--- src/rtl/xcvr_pkg.sv ---
`timescale 1ns/1ps
package xcvr_pkg;

   // Control bundle of one direction.
   typedef struct packed {
      logic hiz;      // 1: drivers released
      logic pass;     // 1: pass-through, storage tracks input
      logic ext_clk;  // external capture strobe
      logic hold;     // 1: strobe edges ignored
   } dir_ctrl_t;

   localparam logic STROBE_IDLE_LEVEL = 1'b1;

endpackage

--- src/rtl/xcvr_edge_sense.sv ---
`timescale 1ns/1ps
module xcvr_edge_sense
   import xcvr_pkg::*;
(
   input  logic clk,
   input  logic rst_n,
   input  logic ext_clk,
   output logic rise
);

   logic prev_q;

   // Primed high: a strobe already high at reset release is no edge.
   always_ff @(posedge clk or negedge rst_n) begin
      if (!rst_n) prev_q <= STROBE_IDLE_LEVEL;
      else        prev_q <= ext_clk;
   end

   assign rise = ext_clk & ~prev_q;

   AST_SINGLE_RISE: assert property (@(posedge clk) disable iff (!rst_n)
      rise |=> !rise) else $error("edge reported on two adjacent cycles");

endmodule

--- src/rtl/xcvr_bit_cell.sv ---
`timescale 1ns/1ps
module xcvr_bit_cell #(
   parameter logic RST_VAL = 1'b0
) (
   input  logic clk,
   input  logic rst_n,
   input  logic d,
   input  logic take,
   output logic q
);

   always_ff @(posedge clk or negedge rst_n) begin
      if (!rst_n)    q <= RST_VAL;
      else if (take) q <= d;
   end

endmodule

--- src/rtl/xcvr_lane.sv ---
`timescale 1ns/1ps
module xcvr_lane
   import xcvr_pkg::*;
#(
   parameter int unsigned DATA_W = 18
) (
   input  logic              clk,
   input  logic              rst_n,
   input  logic [DATA_W-1:0] din,
   input  dir_ctrl_t         ctrl,
   output logic [DATA_W-1:0] dout,
   output logic              drv
);

   localparam int unsigned MSB = DATA_W - 1;

   generate
      if (DATA_W < 1) begin : g_bad_width
         $error("xcvr_lane: DATA_W must be at least 1");
      end
   endgenerate

   logic          rise;
   logic          take;
   logic [MSB:0]  store_q;

   xcvr_edge_sense u_edge (
      .clk     (clk),
      .rst_n   (rst_n),
      .ext_clk (ctrl.ext_clk),
      .rise    (rise)
   );

   // Pass mode tracks every cycle; an edge in pass mode adds nothing.
   assign take = ctrl.pass | (rise & ~ctrl.hold);

   generate
      for (genvar i = 0; i < DATA_W; i++) begin : g_bit
         xcvr_bit_cell #(.RST_VAL(1'b0)) u_cell (
            .clk   (clk),
            .rst_n (rst_n),
            .d     (din[i]),
            .take  (take),
            .q     (store_q[i])
         );
      end
   endgenerate

   assign dout = ctrl.pass ? din : store_q;
   assign drv  = ~ctrl.hiz;

   AST_PASS_TRACKS: assert property (@(posedge clk) disable iff (!rst_n)
      ctrl.pass |=> store_q == $past(din)) else $error("pass did not track");
   AST_STEADY_HOLDS: assert property (@(posedge clk) disable iff (!rst_n)
      (!ctrl.pass && !rise) |=> $stable(store_q)) else $error("steady strobe changed store");
   AST_GATE_HOLDS: assert property (@(posedge clk) disable iff (!rst_n)
      (!ctrl.pass && ctrl.hold) |=> $stable(store_q)) else $error("gated edge loaded");
   AST_EDGE_LOADS: assert property (@(posedge clk) disable iff (!rst_n)
      (!ctrl.pass && !ctrl.hold && rise) |=> store_q == $past(din)) else $error("edge did not load");

endmodule

--- src/rtl/dual_path_xcvr.sv ---
`timescale 1ns/1ps
module dual_path_xcvr
   import xcvr_pkg::*;
#(
   parameter int unsigned DATA_W = 18
) (
   input  logic              clk,
   input  logic              rst_n,
   input  logic [DATA_W-1:0] a_in,
   input  logic [DATA_W-1:0] b_in,
   input  logic              ab_hiz,
   input  logic              ab_pass,
   input  logic              ab_clk,
   input  logic              ab_hold,
   input  logic              ba_hiz,
   input  logic              ba_pass,
   input  logic              ba_clk,
   input  logic              ba_hold,
   output logic [DATA_W-1:0] b_out,
   output logic              b_drv,
   output logic [DATA_W-1:0] a_out,
   output logic              a_drv
);

   dir_ctrl_t ab_ctrl, ba_ctrl;

   assign ab_ctrl = '{hiz: ab_hiz, pass: ab_pass, ext_clk: ab_clk, hold: ab_hold};
   assign ba_ctrl = '{hiz: ba_hiz, pass: ba_pass, ext_clk: ba_clk, hold: ba_hold};

   xcvr_lane #(.DATA_W(DATA_W)) u_ab (
      .clk   (clk),
      .rst_n (rst_n),
      .din   (a_in),
      .ctrl  (ab_ctrl),
      .dout  (b_out),
      .drv   (b_drv)
   );

   xcvr_lane #(.DATA_W(DATA_W)) u_ba (
      .clk   (clk),
      .rst_n (rst_n),
      .din   (b_in),
      .ctrl  (ba_ctrl),
      .dout  (a_out),
      .drv   (a_drv)
   );

   AST_AB_UNMOVED_BY_BA: assert property (@(posedge clk) disable iff (!rst_n)
      (!ab_pass && !ab_clk) |=> (ab_pass || $stable(b_out))) else $error("A-to-B disturbed");

endmodule

--- config.mk ---
export PLATFORM = sky130hd
export DESIGN_NAME = dual_path_xcvr
export DESIGN_NICKNAME = d
export VERILOG_FILES = /design/src/rtl/xcvr_pkg.sv /design/src/rtl/xcvr_edge_sense.sv /design/src/rtl/xcvr_bit_cell.sv /design/src/rtl/xcvr_lane.sv /design/src/rtl/dual_path_xcvr.sv
export SDC_FILE = /design/constraint.sdc
export NUM_CORES = 1
export LEC_CHECK = 0
export CORE_MARGIN = 10
export CORE_UTILIZATION = 43
export CTS_CLUSTER_DIAMETER = 30
export DETAILED_ROUTE_END_ITERATION = 12
export MAX_ROUTING_LAYER = met4
export PLACE_DENSITY = 0.8
export SETUP_SLACK_MARGIN = 0.1
export SLEW_MARGIN = 20
export SYNTH_ARGS = -nofsm -noshare
export SYNTH_HDL_FRONTEND = slang
export SYNTH_HIERARCHICAL = 1
export SYNTH_SLANG_ARGS = --single-unit
--- constraint.sdc ---
create_clock -name clk -period 1.6 [get_ports clk]
set_input_delay 0.32 -clock clk [delete_from_list [all_inputs] [get_ports clk]]
set_output_delay 0.32 -clock clk [all_outputs]
set_load 0.005 [all_outputs]
## After elaboration in Yosys (flattened, before gate mapping)

Cells that the tools add are included.

- Word-level logic and storage cells: 52
- Output and inout bits: 38
- Flip-flop bits (word level): 38

- Mux-type cells: 2
- Bitwise gates (word level): 12

Operator list:

| operator | count |
|---|---|
| 18-bit 2-to-1 mux | 2 |
| 1-bit NOT | 6 |
| 1-bit AND | 4 |
| 1-bit bitwise OR | 2 |

## Longest topological paths before layout

- Depth in word-level cells: 4
- Depth in mapped cells: 4
- Depth with buffers taken out: 3

## Cells and area by module

Netlist, hierarchy kept.

By module, submodules not included:

| module | sequential area each (µm²) | area each (µm²) | instances | cells each |
|---|---|---|---|---|
| xcvr_bit_cell | 25.0 | 40.0 | 36 | 2 |
| xcvr_lane | 0.0 | 284.0 | 2 | 23 |
| xcvr_edge_sense | 26.3 | 40.0 | 2 | 2 |

## Least setup slack after synthesis

OpenSTA, ideal clock, no wires.

- Path type: input port to flip-flop
- Start point: input ab_pass
- End point: register u_ab.g_bit[0].u_cell.q
- Arrival: 1.316 ns
- Setup slack: 0.159 ns
- Cell stages on the path: 4
- Library setup time: 0.125 ns
- Path through: buf_6 > buf_12 > a21o_2 > mux2_4

- Longest elaborated chain between the ends: 1

Ends and longest elaborated chain:

| element | line | RTL |
|---|---|---|
| from (decl) | dual_path_xcvr.sv:12 | `input logic ab_pass,` |
| 1-bit bitwise OR | xcvr_lane.sv:35 | `assign take = ctrl.pass \| (rise & ~ctrl.hold);` |
| named net u_ab.take | xcvr_lane.sv:24 | `logic take;` |
| to (signal assigned) | xcvr_bit_cell.sv:13 | `if (!rst_n) q <= RST_VAL;` |
| to (signal assigned) | xcvr_bit_cell.sv:14 | `else if (take) q <= d;` |
| to (decl) | xcvr_bit_cell.sv:9 | `output logic q` |

The timed path passes the listed nets, and every way through them passes these cells.
A chain may end at the register's enable or synchronous reset.

## Worst setup path in the final report

- Start point: register u_ab.g_bit[13].u_cell.q
- End point: output b_out[13]

- Longest elaborated chain between the ends: 1

Ends and longest elaborated chain:

| element | line | RTL |
|---|---|---|
| from (decl) | xcvr_bit_cell.sv:9 |  |
| from (signal assigned) | xcvr_bit_cell.sv:13 |  |
| from (signal assigned) | xcvr_bit_cell.sv:14 |  |
| 18-bit 2-to-1 mux | xcvr_lane.sv:49 | `assign dout = ctrl.pass ? din : store_q;` |
| to (decl) | dual_path_xcvr.sv:19 | `output logic [DATA_W-1:0] b_out,` |

No other way between the ends.

==> run metrics <==
final setup vio count 0; DRC viols 0; crit share post-route between 90% and 100%; GRT Total Usage about 14%; vias in the first global route roughly 1.7k; CP Capture Point b_out[13]; root buffer cell clkbuf_8; number of max-cap violations 0; I/O Buffers 83; clock buffer depth 2; flops & latches, synth 38; Avg Cell Area, Syn roughly 17 sq um; distinct cell type count after synthesis 9; initial antenna violation count 0; die width ~90 um; final setup margin around 100 ps; cell taking the most area after synthesis dfrtp_1; Max rail drop VDD ~0.38 mV; CP peak stage delay 400 ps; reg-to-reg endpoint u_ab/g_bit[9].u_cell/q; vias per cell 4.67; drt initial violations 13; power density over cell area just over 800 nW/um^2; CORE AREA between 4000 and 5000 sq um; clock buffer count from CTS 5; critical path cell sequence mux2_4 -> clkdlybuf4s15_1; Buf/Inv on CP 1; Ports 84; Synth Net Count 168; critical path arrival around 1200 ps; Syn-to-layout area delta 56.2%; critical path type reg -> out; via count roughly 1.5k; Synth Warn # 6; critical path depth 2; clk slew on worst S/H paths about 80 ps; reg2reg setup slack ~230 ps; CTS Sinks 38; CTS tree done; Max Freq approximately 670 MHz; Worst EP required roughly 1300 ps; P_leak 1.64 nW; Slew headroom between 60% and 70%; GP Congestion ~0.76; Hold Vio Cnt, Final 0; Crit Path Max Fanout 2; Final Total Pwr approximately 2.7 mW; Final min period 1500 ps; Syn Inst Count 122; most area-consuming cells after synthesis dfrtp_1 (43%), mux2_4 (39%), mux2_2 (9.7%); total die area around 8000 sq um; Core Util, Final a little under 70%; Clock Latency Late Sink between 200 and 300 ps; Die Y between 80 and 90 um; leading cell types in the layout, fill and taps excluded mux2_4 (55), dfrtp_1 (36), buf_4 (28); CP max-delay cell dfrtp_1; most common cell after layout, fill and taps aside mux2_4; Routed Antenna Nets 0; worst hold path class in -> reg; GR Overflow Total 0; cell row count 25; slew at the pin closest to its max-slew limit around 500 ps; delay-heaviest family, CP flip-flops; status finished, final reports clean; Clock Skew 4.24 ps; post-synthesis sequential area ratio a little under half; Cell Area, Synth approximately 2100 sq um; DP HPWL a little over 4 mm; H-Tree Depth 2; first-pass GRT wire length about 8.8 mm; share of cells above drive strength 1 61.3%; RR Startpoint u_ab/u_edge/prev_q; DRT Wirelength about 5.5 mm; Yosys top cell area share ~43%; pre-CTS setup slack -591 ps; Initial Util between 40% and 50%; wire per inst about 18 um; Detailed Routing Iterations Pass 1 2; nets 288; Critical Path Source u_ab/g_bit[13].u_cell/q; Worst setup SP type flip-flop; pins over their slew limit 0; unrepaired setup endpoints after global routing no; Worst R2R Path Depth 4; pin count of the biggest net entering global routing 21; crit end category primary output
==> sequential cells by signal, summed over array words and instances (netlist names) <==
name	count
u_ba/g_bit.u_cell/q	18
u_ba/u_edge/prev_q	1
u_ab/u_edge/prev_q	1
u_ab/g_bit.u_cell/q	18
==> power by group <==
group | total (mW) | internal [mW] | switching, mW
logic | 0.771 | 0.530 | 0.241
clock network | 0.767 | 0.435 | 0.332
registers | 1.12 | 1.06 | 0.0586
==> Yosys cell counts <==
cell / count
nor2b_4: 2
inv_1: 4
buf_6: 2
dfrtp_1: 36
dfstp_2: 2
a21o_2: 2
mux2_2: 18
buf_12: 2
mux2_4: 54
==> worst register-to-register path: stages (launching register included) <==
cell     delay [ps]
dfstp_2         550
nor2b_4          40
a21o_2          210
buf_12          160
mux2_4          310
==> layer usage <==
metal / GRT usage [%] / vias to the layer above / part of all wire (%)
li1: - / 682 / -
met1: 14.7 / 720 / 40
met2: 24.2 / 42 / 56
met3: 2.83 / 7 / 2.8
met4: 5.26 / 0 / 1.5
met5: - / - / 0
==> worst min path at each step <==
stage | from | slack (ps) | end | depth (start not counted)
finish | a_in[1] | 420 | u_ab/g_bit[1].u_cell/q | 2
global route | b_in[15] | 420 | u_ba/g_bit[15].u_cell/q | 2
CTS | b_in[3] | 410 | u_ba/g_bit[3].u_cell/q | 2
detailed placement | rst_n | 310 | u_ba/g_bit[3].u_cell/q | 1
global placement | rst_n | 290 | u_ba/g_bit[3].u_cell/q | 1
floorplan | rst_n | 20 | u_ab/g_bit[0].u_cell/q | 0
==> logic make-up after synthesis <==
| family | after synthesis | share of synthesized area, % |
|---|---|---|
| muxes | 72 | 48.5 |
| buffers and inverters | 8 | 3.71 |
| and+or+nand+nor | 2 | 1.32 |
| AOI/OAI and AO/OA | 2 | 0.838 |
| DFF | 38 | 45.6 |
==> final cells by class <==
| type | count | area [sq um] |
|---|---|---|
| fillers | 336 | 1460 |
| multi-input cells | 76 | 1060 |
| repair buffers | 117 | 1040 |
| flip-flops and latches | 38 | 953 |
| clock buffers | 8 | 110 |
| well taps | 67 | 83.8 |
| inverters | 4 | 15.0 |
| diodes | 1 | 2.50 |
==> what timing repair did <==
item / in CTS / in global routing
gates cloned: 2 / 0
hold buffers: 1 / 0
gates resized for setup: 147 / 8
setup buffers: 7 / 10
hold endpoints to repair: 16 / 0
setup endpoints to repair: 38 / 14
==> stage by stage <==
step | instance area [sq um] | TNS (ps) | cells | hold slack, ps
after global placement | 3100 | -23690 | 282 | 291
after global routing | 3260 | 0 | 310 | 419
after detailed placement | 3100 | -26110 | 282 | 306
final | 3260 | 0 | 311 | 419
after floorplan | 2090 | 0 | 122 | 24.4
after CTS | 3230 | 0 | 300 | 410
No activity file was read; power rests on OpenSTA's default activity.
